[config.mk]
export PLATFORM = sky130hd
export DESIGN_NAME = sport_status_reg
export DESIGN_NICKNAME = d
export VERILOG_FILES = /design/src/rtl/sport_status_pkg.sv /design/src/rtl/ss_flag_cell.sv /design/src/rtl/ss_event_decode.sv /design/src/rtl/ss_rx_capture.sv /design/src/rtl/sport_status_reg.sv
export SDC_FILE = /design/constraint.sdc
export NUM_CORES = 1
export LEC_CHECK = 0
export ABC_AREA = 1
export BUFFER_PORTS_ARGS = -buffer_cell sky130_fd_sc_hd__clkbuf_2
export CAP_MARGIN = 20
export CORE_MARGIN = 1.5
export CORE_UTILIZATION = 40
export DETAILED_ROUTE_END_ITERATION = 8
export PLACE_DENSITY = 0.82
export RECOVER_POWER = 100
export SLEW_MARGIN = 25
export SYNTH_ARGS = -nofsm -noshare
export SYNTH_HDL_FRONTEND = slang
export SYNTH_SLANG_ARGS = --single-unit
[constraint.sdc]
create_clock -name clk -period 3.1 [get_ports clk]
set_clock_uncertainty 0.05 [all_clocks]
set_input_delay 0.62 -clock clk [delete_from_list [all_inputs] [get_ports clk]]
set_output_delay 0.62 -clock clk [all_outputs]
set_load 0.005 [all_outputs]
[src/rtl/sport_status_pkg.sv]
package sport_status_pkg;

  localparam int REG_W    = 8;
  localparam int NFLAG    = 5;
  localparam int FLAG_LSB = 3;

  localparam int B_TEND = 2;
  localparam int B_MPB  = 1;
  localparam int B_MPBT = 0;

  // flag vector index: 4 tx-empty, 3 rx-full, 2 overrun, 1 framing, 0 parity
  localparam int F_PER  = 0;
  localparam int F_FER  = 1;
  localparam int F_ORER = 2;
  localparam int F_RDRF = 3;
  localparam int F_TDRE = 4;

  localparam logic [NFLAG-1:0] FLAG_INIT = 5'b10000;

  function automatic logic f_accept(input logic en, input logic done,
                                    input logic perr, input logic ferr,
                                    input logic full);
    return en & done & ~perr & ~ferr & ~full;
  endfunction

  function automatic logic f_overrun(input logic en, input logic done,
                                     input logic full);
    return en & done & full;
  endfunction

  function automatic logic [REG_W-1:0] f_pack(input logic [NFLAG-1:0] flags,
                                              input logic tend,
                                              input logic mpb,
                                              input logic mpbt);
    logic [REG_W-1:0] r;
    r = '0;
    r[REG_W-1:FLAG_LSB] = flags;
    r[B_TEND] = tend;
    r[B_MPB]  = mpb;
    r[B_MPBT] = mpbt;
    return r;
  endfunction

endpackage

[src/rtl/ss_flag_cell.sv]
module ss_flag_cell #(
  parameter logic INIT_VAL = 1'b0
) (
  input  logic clk,
  input  logic rst_n,
  input  logic init_i,
  input  logic set_i,
  input  logic rd_i,
  input  logic wr_i,
  input  logic wbit_i,
  output logic flag_o,
  output logic armed_o,
  output logic clr_o
);

  logic flag_q;
  logic armed_q;

  assign clr_o   = wr_i & ~wbit_i & armed_q;
  assign flag_o  = flag_q;
  assign armed_o = armed_q;

  always_ff @(posedge clk or negedge rst_n) begin
    if (!rst_n) begin
      flag_q  <= INIT_VAL;
      armed_q <= 1'b0;
    end else if (init_i) begin
      flag_q  <= INIT_VAL;
      armed_q <= 1'b0;
    end else begin
      if (set_i)      flag_q <= 1'b1;
      else if (clr_o) flag_q <= 1'b0;

      if (set_i || wr_i)        armed_q <= 1'b0;
      else if (rd_i && flag_q)  armed_q <= 1'b1;
    end
  end

endmodule

[src/rtl/ss_event_decode.sv]
module ss_event_decode
  import sport_status_pkg::*;
(
  input  logic             tx_enable_i,
  input  logic             tx_load_i,
  input  logic             rx_enable_i,
  input  logic             rx_done_i,
  input  logic             parity_err_i,
  input  logic             frame_err_i,
  input  logic             rx_full_i,
  output logic [NFLAG-1:0] set_vec_o,
  output logic             accept_o,
  output logic             overrun_o
);

  always_comb begin
    accept_o  = f_accept(rx_enable_i, rx_done_i, parity_err_i, frame_err_i, rx_full_i);
    overrun_o = f_overrun(rx_enable_i, rx_done_i, rx_full_i);
    set_vec_o         = '0;
    set_vec_o[F_TDRE] = ~tx_enable_i | tx_load_i;
    set_vec_o[F_RDRF] = accept_o;
    set_vec_o[F_ORER] = overrun_o;
    set_vec_o[F_FER]  = frame_err_i;
    set_vec_o[F_PER]  = parity_err_i;
  end

endmodule

[src/rtl/ss_rx_capture.sv]
module ss_rx_capture #(
  parameter int DATA_W = 8
) (
  input  logic              clk,
  input  logic              rst_n,
  input  logic              accept_i,
  input  logic [DATA_W-1:0] char_i,
  input  logic              mpb_i,
  output logic [DATA_W-1:0] data_o,
  output logic              mpb_o
);

  always_ff @(posedge clk or negedge rst_n) begin
    if (!rst_n) begin
      data_o <= '0;
      mpb_o  <= 1'b0;
    end else if (accept_i) begin
      data_o <= char_i;
      mpb_o  <= mpb_i;
    end
  end

endmodule

[src/rtl/sport_status_reg.sv]
module sport_status_reg
  import sport_status_pkg::*;
#(
  parameter int DATA_W = 8
) (
  input  logic              clk,
  input  logic              rst_n,
  input  logic              standby_i,
  input  logic              rd_en_i,
  input  logic              wr_en_i,
  input  logic [7:0]        wr_data_i,
  output logic [7:0]        rd_data_o,
  input  logic              tx_enable_i,
  input  logic              tx_load_i,
  input  logic              tx_idle_i,
  input  logic              rx_enable_i,
  input  logic              rx_done_i,
  input  logic [DATA_W-1:0] rx_char_i,
  input  logic              rx_mpb_i,
  input  logic              parity_err_i,
  input  logic              frame_err_i,
  output logic [DATA_W-1:0] rx_data_o
);

  logic [NFLAG-1:0] flags;
  logic [NFLAG-1:0] armed;
  logic [NFLAG-1:0] clr_vec;
  logic [NFLAG-1:0] set_vec;
  logic             accept_evt;
  logic             overrun_evt;
  logic             mpb;
  logic             mpbt_q;

  ss_event_decode u_dec (
    .tx_enable_i  (tx_enable_i),
    .tx_load_i    (tx_load_i),
    .rx_enable_i  (rx_enable_i),
    .rx_done_i    (rx_done_i),
    .parity_err_i (parity_err_i),
    .frame_err_i  (frame_err_i),
    .rx_full_i    (flags[F_RDRF]),
    .set_vec_o    (set_vec),
    .accept_o     (accept_evt),
    .overrun_o    (overrun_evt)
  );

  for (genvar i = 0; i < NFLAG; i++) begin : g_flag
    ss_flag_cell #(.INIT_VAL(FLAG_INIT[i])) u_cell (
      .clk     (clk),
      .rst_n   (rst_n),
      .init_i  (standby_i),
      .set_i   (set_vec[i]),
      .rd_i    (rd_en_i),
      .wr_i    (wr_en_i),
      .wbit_i  (wr_data_i[i+FLAG_LSB]),
      .flag_o  (flags[i]),
      .armed_o (armed[i]),
      .clr_o   (clr_vec[i])
    );
  end

  ss_rx_capture #(.DATA_W(DATA_W)) u_rx (
    .clk      (clk),
    .rst_n    (rst_n),
    .accept_i (accept_evt),
    .char_i   (rx_char_i),
    .mpb_i    (rx_mpb_i),
    .data_o   (rx_data_o),
    .mpb_o    (mpb)
  );

  always_ff @(posedge clk or negedge rst_n) begin
    if (!rst_n)          mpbt_q <= 1'b0;
    else if (standby_i)  mpbt_q <= 1'b0;
    else if (wr_en_i)    mpbt_q <= wr_data_i[B_MPBT];
  end

  assign rd_data_o = f_pack(flags, tx_idle_i, mpb, mpbt_q);

endmodule

## Word-level counts from Yosys, hierarchy flattened

Index checks and enable logic that the tools add are counted.

| cells by class | value |
|---|---|
| add/subtract/negate cells | 0 |
| bitwise logic cells | 25 |
| multipliers | 0 |
| order comparisons | 0 |
| shift operators | 0 |
| reductions and logical operators | 21 |
| equal/unequal tests | 0 |
| divide/modulo/power cells | 0 |
| muxes and demuxes | 32 |

Operators with widths:

| operator | count |
|---|---|
| $mux 1 | 32 |
| $reduce_bool 3->1 | 10 |
| $and 1x1->1 | 15 |
| $not 1->1 | 9 |
| $logic_and 1x1->1 | 5 |
| $logic_or 1x1->1 | 5 |
| $reduce_bool 2->1 | 1 |
| $or 1x1->1 | 1 |

| word-level totals | value |
|---|---|
| logic and storage cells | 91 |
| bits in registers | 20 |
| bits in latches | 0 |
| RAM bits | 0 |
| memories kept | 0 |
| memory bits (read-only) | 0 |
| output and inout bits | 16 |
| bits of input ports | 29 |

## Logic depth before layout (Yosys ltp)

Gate-level depths: netlist of the first run.

| depth | value |
|---|---|
| word-level depth | 7 |
| mapped depth | 6 |
| depth with buffers taken out | 5 |

## Modules after synthesis

From an unflattened synthesis of the first run, not the netlist that was laid out.

| second synthesis, totals | value |
|---|---|
| cell total of the unflattened synthesis | 129 |
| area total of the unflattened synthesis | 967.2 um^2 |

Modules (own cells, without submodules):

| module | instances | seq. area each (um^2) | area an instance (um^2) | cells an instance |
|---|---|---|---|---|
| ss_flag_cell at g_flag[0].u_cell ... | 4 | 50.0 | 98.8 | 14 |
| ss_rx_capture | 1 | 225.2 | 341.6 | 38 |
| ss_flag_cell at g_flag[4].u_cell | 1 | 51.3 | 93.8 | 12 |
| ss_event_decode | 1 | 0.0 | 68.8 | 14 |
| sport_status_reg | 1 | 25.0 | 67.6 | 9 |

## Worst setup path before layout of the first run

Ideal clock, no wire load.

| path | value |
|---|---|
| kind | input-to-output |
| start | input port tx_idle_i |
| end | output port rd_data_o[2] |
| data arrival time | 731 ps |
| cell stages on the path | 1 |
| slack | 1699 ps |
| buffers on the path | 1 |
| data required time | 2430 ps |
| path through | buf_4 |

RTL lines:

| what | line | RTL |
|---|---|---|
| start, declared | sport_status_reg.sv:15 | `input logic tx_idle_i,` |
| end, declared | sport_status_reg.sv:12 | `output logic [7:0] rd_data_o,` |

No word-level cell between the ends.

## Worst setup path in the final report of the first run

| path | value |
|---|---|
| start | register g_flag[3].u_cell.flag_q |
| end | register u_rx.mpb_o |

| on the way | value |
|---|---|
| longest elaborated chain between the ends | 2 |

RTL lines:

| what | line | RTL |
|---|---|---|
| start, declared | ss_flag_cell.sv:16 | `logic flag_q;` |
| start signal, assigned | ss_flag_cell.sv:25 | `flag_q <= INIT_VAL;` |
| start signal, assigned | ss_flag_cell.sv:28 | `flag_q <= INIT_VAL;` |
| start signal, assigned | ss_flag_cell.sv:31 | `if (set_i) flag_q <= 1'b1;` |
| $not 1->1 | sport_status_pkg.sv:23 | `return en & done & ~perr & ~ferr & ~full;` |
| $and 1x1->1 | sport_status_pkg.sv:23 |  |
| end signal, assigned | ss_rx_capture.sv:19 | `mpb_o <= mpb_i;` |
| end, declared | ss_rx_capture.sv:10 | `output logic mpb_o` |

Every way passes these cells.
A chain may end at the register's enable or synchronous reset.

==> results.md, run 1 <==
- The run finished with clean final reports.
- The remaining global-route overflow is 0.
- The proportion of synthesized chip area in sequential cells is 54.34%.
- The total routing resource utilization after global routing is 15.79%.
- The critical path class is flip-flop to flip-flop.
- The TritonCTS buffer count is 3.
- The endpoint identified for the worst register-to-register timing path is u_rx.mpb_o.
- The transition at the pin with the smallest max-transition slack is 1.012 ns.
- The final critical-path share of the clock period is 57.96%.
- Row generation in the floorplan step produced 17 rows.
- The register bit total from synthesis is 20.
- The clock slew seen by the registers of the worst setup and hold paths is 0.11 ns.
- The number of unique standard cell types used by synthesis is 16.
- The minimum clock period is 1.797 ns.
- Counting every net in the synthesized netlist gives 131.
- The nature of the critical path startpoint is a flip-flop.
- In this run the static leakage power is 0.6003 nW.
- The first detailed-routing pass ran for 6 iterations.
- Compared with the post-synthesis result, the final layout area differs by 19.51%.
- STA classifies the critical path endpoint as a flip-flop.
- The total routed wirelength is 1.833 mm.
- The total number of clock tree sinks is 20.
- Post-CTS repair changed the size of 0 cells.
- The clock root buffer is sky130_fd_sc_hd__clkbuf_4.
- The relative slew slack is 32.52%.
- The highest net fanout along the worst path is 11.
- The post-CTS setup repair buffer count is 0.
- The final-report max-slew violation count is 0.
- Cells with a size suffix above 1 make up 31.39% of the layout.
- The number of hold buffers added after CTS was 0.
- Measured along the x axis, the die boundary spans 51.05 um.
- In the routed layout, each cell is associated on average with a via count of 4.679.
- Setup slack on the worst reg-to-reg path comes out at 1.30 ns.
- The synthesis warning total is 0.
- The core outline area is 2191 sq um.
- VDD sags by at most 0.0002813 V.
- The repair_antennas step left the layout with diodes totalling 0.
- The number of primary I/O pins is 45.
- The CTS tree is yes.
- The smallest hold slack is 0.4166 ns.
- Synthesis handed over a netlist of 102 instances.
- The hold violation count in the final report is 0.
- The sum of internal, switching and leakage power is 0.5377 mW.
- Setup repair after global routing left no endpoint under its margin.
- In the layout the commonest cells are sky130_fd_sc_hd__clkbuf_2 (34), sky130_fd_sc_hd__nand2_1 (27), sky130_fd_sc_hd__dfrtp_1 (19), sky130_fd_sc_hd__nand3_1 (15).
- The worst setup slack after layout is 1.303 ns.
- Detailed routing inserted a total of 772 vias.
- The timing startpoint of the critical path is g_flag[3].u_cell.flag_o.
- For the final routed database, the setup TNS stands at 0 ns.
- The count of nets left with antenna violations once routing finished came out at 0.
- The worst register-to-register path begins at g_flag[3].u_cell.flag_o.
- Timing analysis after detailed placement gives a worst setup slack of 1.487 ns.
- In this run the cell area of the synthesized design comes to 923.4 sq um.
- The number of antenna violations at the first check in global routing came to 0.
- In this run the mean area of a mapped cell was 9.053 sq um.
- In the final design database the tool counted 167 nets.
- Data on the critical path arrives at its endpoint at 1.94 ns.
- For this configuration, the core starts out at a cell density of 42.15%.
- The buffer depth of the longest clock path is 2.
- The die covers 2606 sq um.
- The number of endpoints failing setup at the final stage is 0.
- Entering global routing, the biggest net connects 21 pins.
- The worst reg2reg path depth is 4.
- The path class of the tightest hold or removal check is primary input to asynchronous set/reset pin.
- The number of global-route vias before repair is 725.
- The number of input and output port buffers inserted is 40.
- The congestion estimate from routability-driven global placement came to 0.7056.
- For this run, the top clock speed supported by timing is 556.6 MHz.
- The tool flagged a number of max-cap violations equal to 0.
- In the final routed layout, each cell accounts on average for 11.11 um.
- Detailed placement finished with a half-perimeter wire length of 1.446 mm.
- The first global-routing pass estimated 3.070 mm of wire.
- The most critical setup path has its endpoint at u_rx.mpb_o.
- For the worst-skew pair, the clock arrives at the later sink with an insertion delay of 0.29 ns.
- In this run the number of H-tree levels came out at 1.
- The floorplan step set the die height to 51.05 um.
- The number of fillers in the final layout is 225.
- In this run, the number of DRC markers left after iteration 0 of detailed routing was 10.
- For this run, design rule violations remaining after detail routing come to 0.
- Data on the critical path is required at its endpoint by 3.24 ns.
- The most common cell after layout, fill and taps aside is sky130_fd_sc_hd__clkbuf_2.
- The power density normalized to cell area is 487.3 nW/um^2.
- Once layout is complete, the utilization of the core stands at 50.37%.
## sequential cells by signal, summed over array words and instances (netlist names)
name and count:
mpbt_q 1, u_rx.data_o 8, u_rx.mpb_o 1, g_flag.u_cell.flag_o 5, g_flag.u_cell.armed_o 5
## cell type report
class / count / area [sq um] / share of cell area (%)
flip-flops and latches: 20 / 501.7 / 45.46
clock buffers: 4 / 36.28 / 3.288
inverters: 8 / 30.03 / 2.721
well taps: 28 / 35.03 / 3.175
repair buffers: 40 / 192.7 / 17.46
multi-input cells: 65 / 307.8 / 27.89
## worst min path at each step
stage | startpoint | endpoint | slack [ns] | cells after the start
finish | rst_n | g_flag[3].u_cell.armed_o | 0.42 | 1
global route | u_rx.data_o[7] | u_rx.data_o[7] | 0.48 | 2
CTS | rst_n | g_flag[0].u_cell.flag_o | 0.22 | 1
detailed placement | mpbt_q | mpbt_q | 0.41 | 2
global placement | u_rx.data_o[1] | u_rx.data_o[1] | 0.41 | 2
floorplan | rst_n | g_flag[0].u_cell.armed_o | 0.27 | 0
## worst max-delay path, cell delays in order, from the launching register on
cell                      delay [ns]
sky130_fd_sc_hd__dfrtp_1        0.44
sky130_fd_sc_hd__nor2_1         0.52
sky130_fd_sc_hd__nand2_1        0.47
sky130_fd_sc_hd__nand2_1        0.16
sky130_fd_sc_hd__nand2_1        0.06
## power by group
group | switching [mW] | total (mW) | internal (mW)
clock network | 0.0756 | 0.147 | 0.0715
registers | 0.0158 | 0.302 | 0.286
logic | 0.0472 | 0.0884 | 0.0412
total | 0.139 | 0.538 | 0.399
## cells by family after synthesis
kind of cell           count (synthesis)  share of synthesized area [%]
and+or+nand+nor                       55                          28.05
buffers and inverters                 17                          10.98
DFF                                   20                          54.34
AOI/OAI and AO/OA                     10                          6.640
## metrics by stage
stage               instances  instance area (sq um)
global route              165                   1104
detailed placement        161                   1087
global placement          161                   1087
CTS                       165                   1124
floorplan                 102                  923.4
finish                    165                   1104
## cell usage after synthesis
cell | count | share of area [%]
sky130_fd_sc_hd__nand2_1 | 26 | 11
sky130_fd_sc_hd__dfrtp_1 | 19 | 51
sky130_fd_sc_hd__nand3_1 | 15 | 8.1
sky130_fd_sc_hd__a21oi_1 | 8 | 4.3
sky130_fd_sc_hd__buf_4 | 8 | 6.5
sky130_fd_sc_hd__inv_1 | 8 | 3.3
sky130_fd_sc_hd__nand2_2 | 4 | 2.7
sky130_fd_sc_hd__nor2_1 | 4 | 1.6
sky130_fd_sc_hd__nor2_4 | 2 | 2.4
sky130_fd_sc_hd__nor3_1 | 2 | 1.1
sky130_fd_sc_hd__a21oi_4 | 1 | 1.8
sky130_fd_sc_hd__buf_6 | 1 | 1.2
sky130_fd_sc_hd__dfstp_2 | 1 | 2.8
sky130_fd_sc_hd__nand3b_1 | 1 | 0.81
sky130_fd_sc_hd__nor2_2 | 1 | 0.68
sky130_fd_sc_hd__o21ai_0 | 1 | 0.54
## metal layers
metal / vias up / GRT usage, % / share of wire (%)
met4: 0 / 6.757 / 0.82
met5: - / 0 / 0
met1: 347 / 18.18 / 42
met3: 2 / 2.632 / 7.1
met2: 33 / 28.57 / 50
li1: 390 / - / -
(Power assumes the default switching activity.)
==> run 2, diff against run 1 <==
--- a/config.mk
+++ b/config.mk
@@ -11,7 +11,7 @@
 export CORE_MARGIN = 1.5
 export CORE_UTILIZATION = 40
 export DETAILED_ROUTE_END_ITERATION = 8
-export PLACE_DENSITY = 0.82
+export PLACE_DENSITY = 0.85
 export RECOVER_POWER = 100
 export SLEW_MARGIN = 25
 export SYNTH_ARGS = -nofsm -noshare
==> constraint.sdc (replaced) <==
create_clock -name clk -period 1.63 [get_ports clk]
set_clock_uncertainty 0.05 [all_clocks]
set_input_delay 0.326 -clock clk [delete_from_list [all_inputs] [get_ports clk]]
set_output_delay 0.326 -clock clk [all_outputs]
set_load 0.005 [all_outputs]
==> run 2 against run 1 <==
Sequential share of layout area is 0.26 points lower; die area stayed put; non-clock buffer count is 1 higher; clock-buffer cell count stayed put; cell area is 0.57% higher; critical path type is now flip-flop to output pin; largest power group unchanged; via count is 0.52% lower; global-route usage is 0.36 points lower.
==> results.md, run 2 (same netlist as run 1, synthesis figures left out) <==
- Compared with the post-synthesis result, the final layout area differs by 20.19%.
- The wire length of the first global-routing pass was 3.049 mm (-0.68%).
- Counting flops per register, the top entry is u_rx.data_o.
- The post-CTS setup repair buffer count is 0 (unchanged).
- The sequential standard cell area was 501.7 sq um (unchanged).
- The relative slew slack came to 67.39% (+35 points).
- The core outline area came to 2191 sq um (unchanged).
- The number of primary I/O pins is 45 (unchanged).
- The area taken by multi-input logic gates is 312.8 sq um (+1.6%).
- The number of fillers in the final layout is 220 (-2.2%).
- The library cells used most frequently in the layout, excluding fill and tap cells, are sky130_fd_sc_hd__clkbuf_2 (35), sky130_fd_sc_hd__nand2_1 (28), sky130_fd_sc_hd__dfrtp_1 (19), sky130_fd_sc_hd__nand3_1 (15).
- The number of max-cap violations is 0 (unchanged).
- The slowest stage of the critical path is the sky130_fd_sc_hd__dfstp_1 cell.
- The number of violations reported at the end of detailed-routing iteration 0 is 3 (-7).
- The critical path class is flip-flop to output pin.
- The share of the core filled with cells in the final layout is 50.66% (+0.29 points).
- The clock root buffer is sky130_fd_sc_hd__clkbuf_4.
- The most crowded layer after global routing is met2.
- The die width is 51.05 um (unchanged).
- The clock slew seen by the registers of the worst setup and hold paths is 0.10 ns (about the same).
- The number of global-route vias before repair is 755 (+4.1%).
- The remaining global-route overflow is 0 (unchanged).
- The number of buffers added to fix hold violations after cts was 1 (+1).
- The flow ran to the end, and the final reports show no timing, DRC or antenna violations.
- The maximum achievable frequency is 754.1 MHz.
- The worst setup path is launched from a flip-flop.
- The flip-flop count of the largest register after layout is 8 (unchanged).
- The smallest hold slack is 0.2054 ns (-0.2111 ns).
- The static power due to leakage was 0.6025 nW (+0.37%).
- The quantity of gates resized following cts is 0 (unchanged).
- The number of endpoints failing setup at the final stage is 0 (unchanged).
- The total number of clock tree sinks is 20 (unchanged).
- The global placer's final weighted congestion is 0.7043 (-0.18%).
- The transition at the pin with the smallest max-transition slack is 0.4892 ns (-0.5230 ns).
- The instance count on the critical path is 1 (-3).
- The worst reg-to-reg setup slack is 0.38 ns (-0.92 ns).
- The worst hold path begins at rx_char_i[5].
- The worst path buffer plus inverter count is 1 (+1).
- The via count of the routed design is 768 (-0.52%).
- The buffer depth of the longest clock path was 2 (unchanged).
- The worst path in the final design needs a cycle of 1.326 ns, including I/O delays and setup.
- The final total negative setup slack came to 0 ns (unchanged).
- Walking the worst path, the cells encountered are clkbuf_2.
- In this run the critical register-to-register path is captured at u_rx.data_o[0].
- The remaining antenna violation count is 0 (unchanged).
- The height of the die is 51.05 um (unchanged).
- The number of input and output port buffers inserted is 40 (unchanged).
- The met2 layer usage reported by global route is 26.19% (-2.4 points).
- The CTS tree is yes.
- The final routed wire length divided by cell count was 11.02 um (-0.77%).
- The met1 global-route usage is 18.57% (+0.39 points).
- The total routing resource utilization after global routing is 15.43% (-0.36 points).
- The fraction of layout instances using a drive strength above 1 came to 31.16% (-0.23 points).
- The power density normalized to cell area came to 877.7 nW/um^2 (+80%).
- The via density per instance is 4.627 (-1.1%).
- The number of antenna violations at the first check in global routing is 0 (unchanged).
- The length of the first detailed-routing pass in iterations is 4 (-2).
- The CTS H-tree depth is 1 (unchanged).
- The hold path depth is 3.
- The number of placement rows is 17 (unchanged).
- The largest incremental delay on the critical path was 0.55 ns (+0.03 ns).
- The die footprint is 2606 sq um (unchanged).
- The worst-case vdd ir drop was 0.0004252 V (+51%).
- The worst path uses 81.35% of the clock period.
- The highest net fanout along the worst path was 3 (-8).
- Grouping stages by cell kind, the critical path spends the most delay in flip-flops.
- The latest clock arrival within the worst-skew pair is 0.28 ns (about the same).
- The DRC violation count after routing is 0 (unchanged).
- The total routed wirelength is 1.830 mm (-0.16%).
- The post-DP HPWL came to 1.429 mm (-1.2%).
- Setup repair after global routing left no endpoint under its margin.
- The largest net degree at the start of global routing is 21 (unchanged).
- The number of diodes came to 0 (unchanged).
- The global routing usage on met3 was 2.924% (+0.29 points).
- In this run the critical register-to-register path is launched from g_flag[3].u_cell.flag_o.
- The worst path required time is 1.25 ns (-1.99 ns).
- The library cell used most frequently in the layout, excluding fill and tap cells, is sky130_fd_sc_hd__clkbuf_2.
- The final-report max-slew violation count is 0 (unchanged).
- The initial core utilization was 42.15% (unchanged).
- The critical path arrival was 0.95 ns (-0.99 ns).
- The TritonCTS buffer count was 3 (unchanged).
- The worst reg2reg path depth is 4 (unchanged).
- The hold violation count in the final report was 0 (unchanged).
- The endpoint with the worst hold slack is u_rx.data_o[5].
- The layout net count is 168 (+0.60%).
- The capturing element type of the critical path is an output pin.
- The worst min-delay path category is primary input to flip-flop.
## run 2: cell types whose count changed in the layout (fill, tap and decap cells not counted), sizes merged
| cell | change |
|---|---|
| buf | -1 |
| dlygate4sd3 | +1 |
| clkbuf | +1 |
## run 2: area by class of cell
type | count | share of cell area, %
clock buffer | 4 | 2.368
inverter | 8 | 2.706
multi-input combinational | 65 | 28.19
sequential | 20 | 45.21
tap | 28 | 3.157
timing repair buffer | 41 | 18.38
## run 2: report_power, final
group          total [mW]  internal [mW]  leakage, nW  switching, mW
clock network       0.231         0.0950       0.0150          0.136
logic               0.170         0.0784        0.330         0.0919
registers           0.573          0.545        0.258         0.0280
total               0.974          0.718        0.602          0.256
## run 2: stage by stage
stage / total power, mW / instance area, sq um / instances / setup slack (ns)
CTS: 1.000 / 1124 / 166 / 0.3023
finish: 0.9741 / 1110 / 166 / 0.3039
detailed placement: 0.7646 / 1087 / 161 / 0.2990
floorplan: 0.6702 / 923.4 / 102 / 0.5403
global placement: 0.7574 / 1087 / 161 / 0.3098
global route: 1.042 / 1110 / 166 / 0.2285
## run 2: worst max-delay path by stage
stage / start / to / slack (ns)
after floorplan: g_flag[3].u_cell.flag_o / u_rx.data_o[1] / 0.54
after global placement: rx_enable_i / u_rx.data_o[2] / 0.31
after detailed placement: rx_enable_i / u_rx.data_o[2] / 0.30
after CTS: g_flag[4].u_cell.flag_o / rd_data_o[7] / 0.30
after global routing: g_flag[3].u_cell.flag_o / u_rx.mpb_o / 0.23
final: g_flag[4].u_cell.flag_o / rd_data_o[7] / 0.30
## run 2: per-layer routing
metal	part of all wire, %	wire length [um]
met1	46	833
met2	47	861
met3	6.7	122
met4	0.66	12
met5	0	0
==> run 3, diff against run 2 <==
==> constraint.sdc (replaced) <==
create_clock -name clk -period 1.1 [get_ports clk]
set_clock_uncertainty 0.05 [all_clocks]
set_input_delay 0.22 -clock clk [delete_from_list [all_inputs] [get_ports clk]]
set_output_delay 0.22 -clock clk [all_outputs]
set_load 0.005 [all_outputs]
==> run 3 against run 2 <==
The flow now finishes with violations (setup timing); cell area rose by 20%; non-clock buffer count increased by 17; combinational power increased by 130%; wire length increased by 23%; highest routed layer unchanged; sequential power rose by 48%; largest power group unchanged.
==> results.md, run 3 (same netlist as run 1, synthesis figures left out) <==
- For this design, the slowest cell found on the critical path is sky130_fd_sc_hd__dfstp_2.
- The transition at the pin with the smallest max-transition slack is 0.5080 ns (+0.01883 ns).
- Leaving out fill and tap cells, the most frequent cells in the layout are sky130_fd_sc_hd__clkbuf_2 (40), sky130_fd_sc_hd__nand2_1 (20), sky130_fd_sc_hd__dfrtp_1 (19), sky130_fd_sc_hd__buf_4 (12), sky130_fd_sc_hd__nand3_1 (10).
- The number of placement rows was 17 (unchanged).
- The flip-flop count of the largest register after layout is 8 (unchanged).
- The height of the die is 51.05 um (unchanged).
- The remaining antenna violation count is 0 (unchanged).
- The number of primary I/O pins came to 45 (unchanged).
- The number of fillers in the final layout is 196 (-11%).
- The final critical-path share of the clock period is 111.7%.
- The hold path depth was 3 (unchanged).
- The met1 global-route usage was 20.19% (+1.6 points).
- The run finished, with violations left.
- The endpoint of the lowest-slack register-to-register path is u_rx.data_o[0].
- The post-placement worst setup slack is 0.07587 ns (-0.2232 ns).
- The share of the core filled with cells in the final layout is 60.65% (+10 points).
- The smallest hold slack is 0.06169 ns (-0.1437 ns).
- The global placer's final weighted congestion is 0.7144 (+1.4%).
- The hold violation count in the final report is 0 (unchanged).
- The final reports fail on setup timing.
- The fraction of layout instances using a drive strength above 1 is 51.92% (+21 points).
- The clock slew seen by the registers of the worst setup and hold paths was 0.13 ns (+0.03 ns).
- The final routed wire length divided by cell count is 12.23 um (+11%).
- The critical path class is flip-flop to output pin.
- The worst register-to-register path begins at g_flag[3].u_cell.flag_o.
- The core outline area came to 2191 sq um (unchanged).
- The worst path required time is 0.83 ns (-0.42 ns).
- The post-DP HPWL came to 1.406 mm (-1.6%).
- The number of diodes was 0 (unchanged).
- The number of endpoints failing setup at the final stage is 12 (+12).
- The via density per instance came to 4.538 (-1.9%).
- Setup repair after global routing could not meet its margin everywhere.
- The maximum achievable frequency is 813.7 MHz.
- The worst setup path is captured at an output pin.
- The worst-case vdd ir drop was 0.0008034 V (+89%).
- The CTS H-tree depth was 1 (unchanged).
- The filler-free cell count of the finished design came to 184 (+11%).
- The remaining global-route overflow was 0 (unchanged).
- The die width is 51.05 um (unchanged).
- The number of input and output port buffers inserted is 40 (unchanged).
- The latest clock arrival within the worst-skew pair came to 0.30 ns (+0.02 ns).
- The worst min-delay path category is primary input to flip-flop.
- The relative area change from synthesis to final layout is 43.90%.
- The initial core utilization is 42.15% (unchanged).
- The worst reg-to-reg setup slack was -0.04 ns (-0.42 ns).
- The wire length of the first global-routing pass is 3.229 mm (+5.9%).
- The total number of clock tree sinks came to 20 (unchanged).
- The most crowded layer after global routing is met2.
- The relative slew slack was 66.13% (-1.3 points).
- The static power due to leakage is 0.7330 nW (+22%).
- The largest incremental delay on the critical path is 0.55 ns (about the same).
- The endpoint with the worst hold slack is u_rx.data_o[5].
- The worst reg2reg path depth is 5 (+1).
- The die footprint is 2606 sq um (unchanged).
- Leaving out fill and tap cells, the most frequent cell in the layout is sky130_fd_sc_hd__clkbuf_2.
- The most flop-heavy register is u_rx.data_o.
- The final-report max-slew violation count is 0 (unchanged).
- The total routed wirelength is 2.251 mm (+23%).
- The power density normalized to cell area is 1261 nW/um^2 (+44%).
- The DRC violation count after routing came to 0 (unchanged).
- The cell class contributing the biggest share of worst-path delay is flip-flops.
- STA classifies the critical path startpoint as a flip-flop.
- The sum of internal, switching and leakage power came to 1.675 mW (+72%).
- The number of max-cap violations is 0 (unchanged).
- The total routing resource utilization after global routing is 16.46% (+1.0 points).
- The TritonCTS buffer count is 3 (unchanged).
- The clock root buffer is sky130_fd_sc_hd__clkbuf_4.
- The buffer depth of the longest clock path is 2 (unchanged).
- The critical path goes through clkbuf_2.
- The number of violations reported at the end of detailed-routing iteration 0 is 10 (+7).
- The number of global-route vias before repair is 751 (-0.53%).
- The length of the first detailed-routing pass in iterations is 4 (unchanged).
- The number of antenna violations at the first check in global routing is 0 (unchanged).
- The highest net fanout along the worst path is 2 (-1).
- The critical path arrival was 0.96 ns (about the same).
- The worst path buffer plus inverter count was 1 (unchanged).
- The CTS tree is yes.
- The worst setup slack after layout is -0.1290 ns (-0.4329 ns).
- The origin of the worst min-delay path is rx_char_i[5].
- The largest net degree at the start of global routing is 21 (unchanged).
- The global routing usage on met3 is 2.632% (-0.29 points).
- The routed design could run at a clock period as short as 1.229 ns.
- The via count of the routed design was 835 (+8.7%).
- The total instance count after detailed placement came to 165 (+2.5%).
- The layout net count was 186 (+11%).
- The met2 layer usage reported by global route is 29.22% (+3.0 points).
## run 3: cell types whose count changed in the layout (fill, tap and decap cells not counted), sizes merged
cell | before | now
buf | 0 | 16
clkbuf | 44 | 45
nand2 | 30 | 31
## run 3: per-layer routing
metal / routed length (um) / part of all wire [%]
met5: 0 / 0
met4: 4 / 0.18
met3: 120 / 5.3
met2: 1174 / 52
met1: 952 / 42
## run 3: final cells by class
class	count	area, sq um	area share (%)
clock buffers	4	36.28	2.731
well taps	28	35.03	2.637
repair buffers	58	349.1	26.27
inverters	8	30.03	2.260
flip-flops and latches	20	501.7	37.76
multi-input cells	66	376.6	28.34
## run 3: how the worst max path moves through the flow
stage                            startpoint                  endpoint  slack [ns]  cells after the start
floorplan           g_flag[3].u_cell.flag_o            u_rx.data_o[1]        0.01                      5
global placement    g_flag[3].u_cell.flag_o            u_rx.data_o[2]        0.08                      4
detailed placement  g_flag[3].u_cell.flag_o  g_flag[3].u_cell.armed_o        0.08                      4
CTS                 g_flag[4].u_cell.flag_o              rd_data_o[7]       -0.13                      1
global route        g_flag[4].u_cell.flag_o              rd_data_o[7]       -0.17                      1
finish              g_flag[4].u_cell.flag_o              rd_data_o[7]       -0.13                      1
## run 3: timing repair
item	in CTS	in global routing
resized for setup	1	17
endpoints found under the hold margin	19	0
hold buffers	1	0
pin swaps	0	4
gates cloned	0	2
buffers inserted	5	7
endpoints found under the setup margin	5	24
## run 3: report_power, final
group | leakage (nW) | switching (mW) | internal [mW]
Sequential | 0.259 | 0.0419 | 0.808
Clock | 0.0210 | 0.234 | 0.202
Combinational | 0.453 | 0.182 | 0.208
Total | 0.733 | 0.458 | 1.22
## run 3: through the flow
step                TNS, ns  cell area (sq um)
global placement          0               1117
detailed placement        0               1117
floorplan                 0              923.4
global route         -1.218               1329
finish              -0.3461               1329
CTS                 -0.2407               1206
## run 3: worst reg2reg max path, delay by kind of cell, from the launching register on
kind / cells / cell delay, ns
simple gates: 4 / 0.45
buf+inv: 1 / 0.13
flops: 1 / 0.42
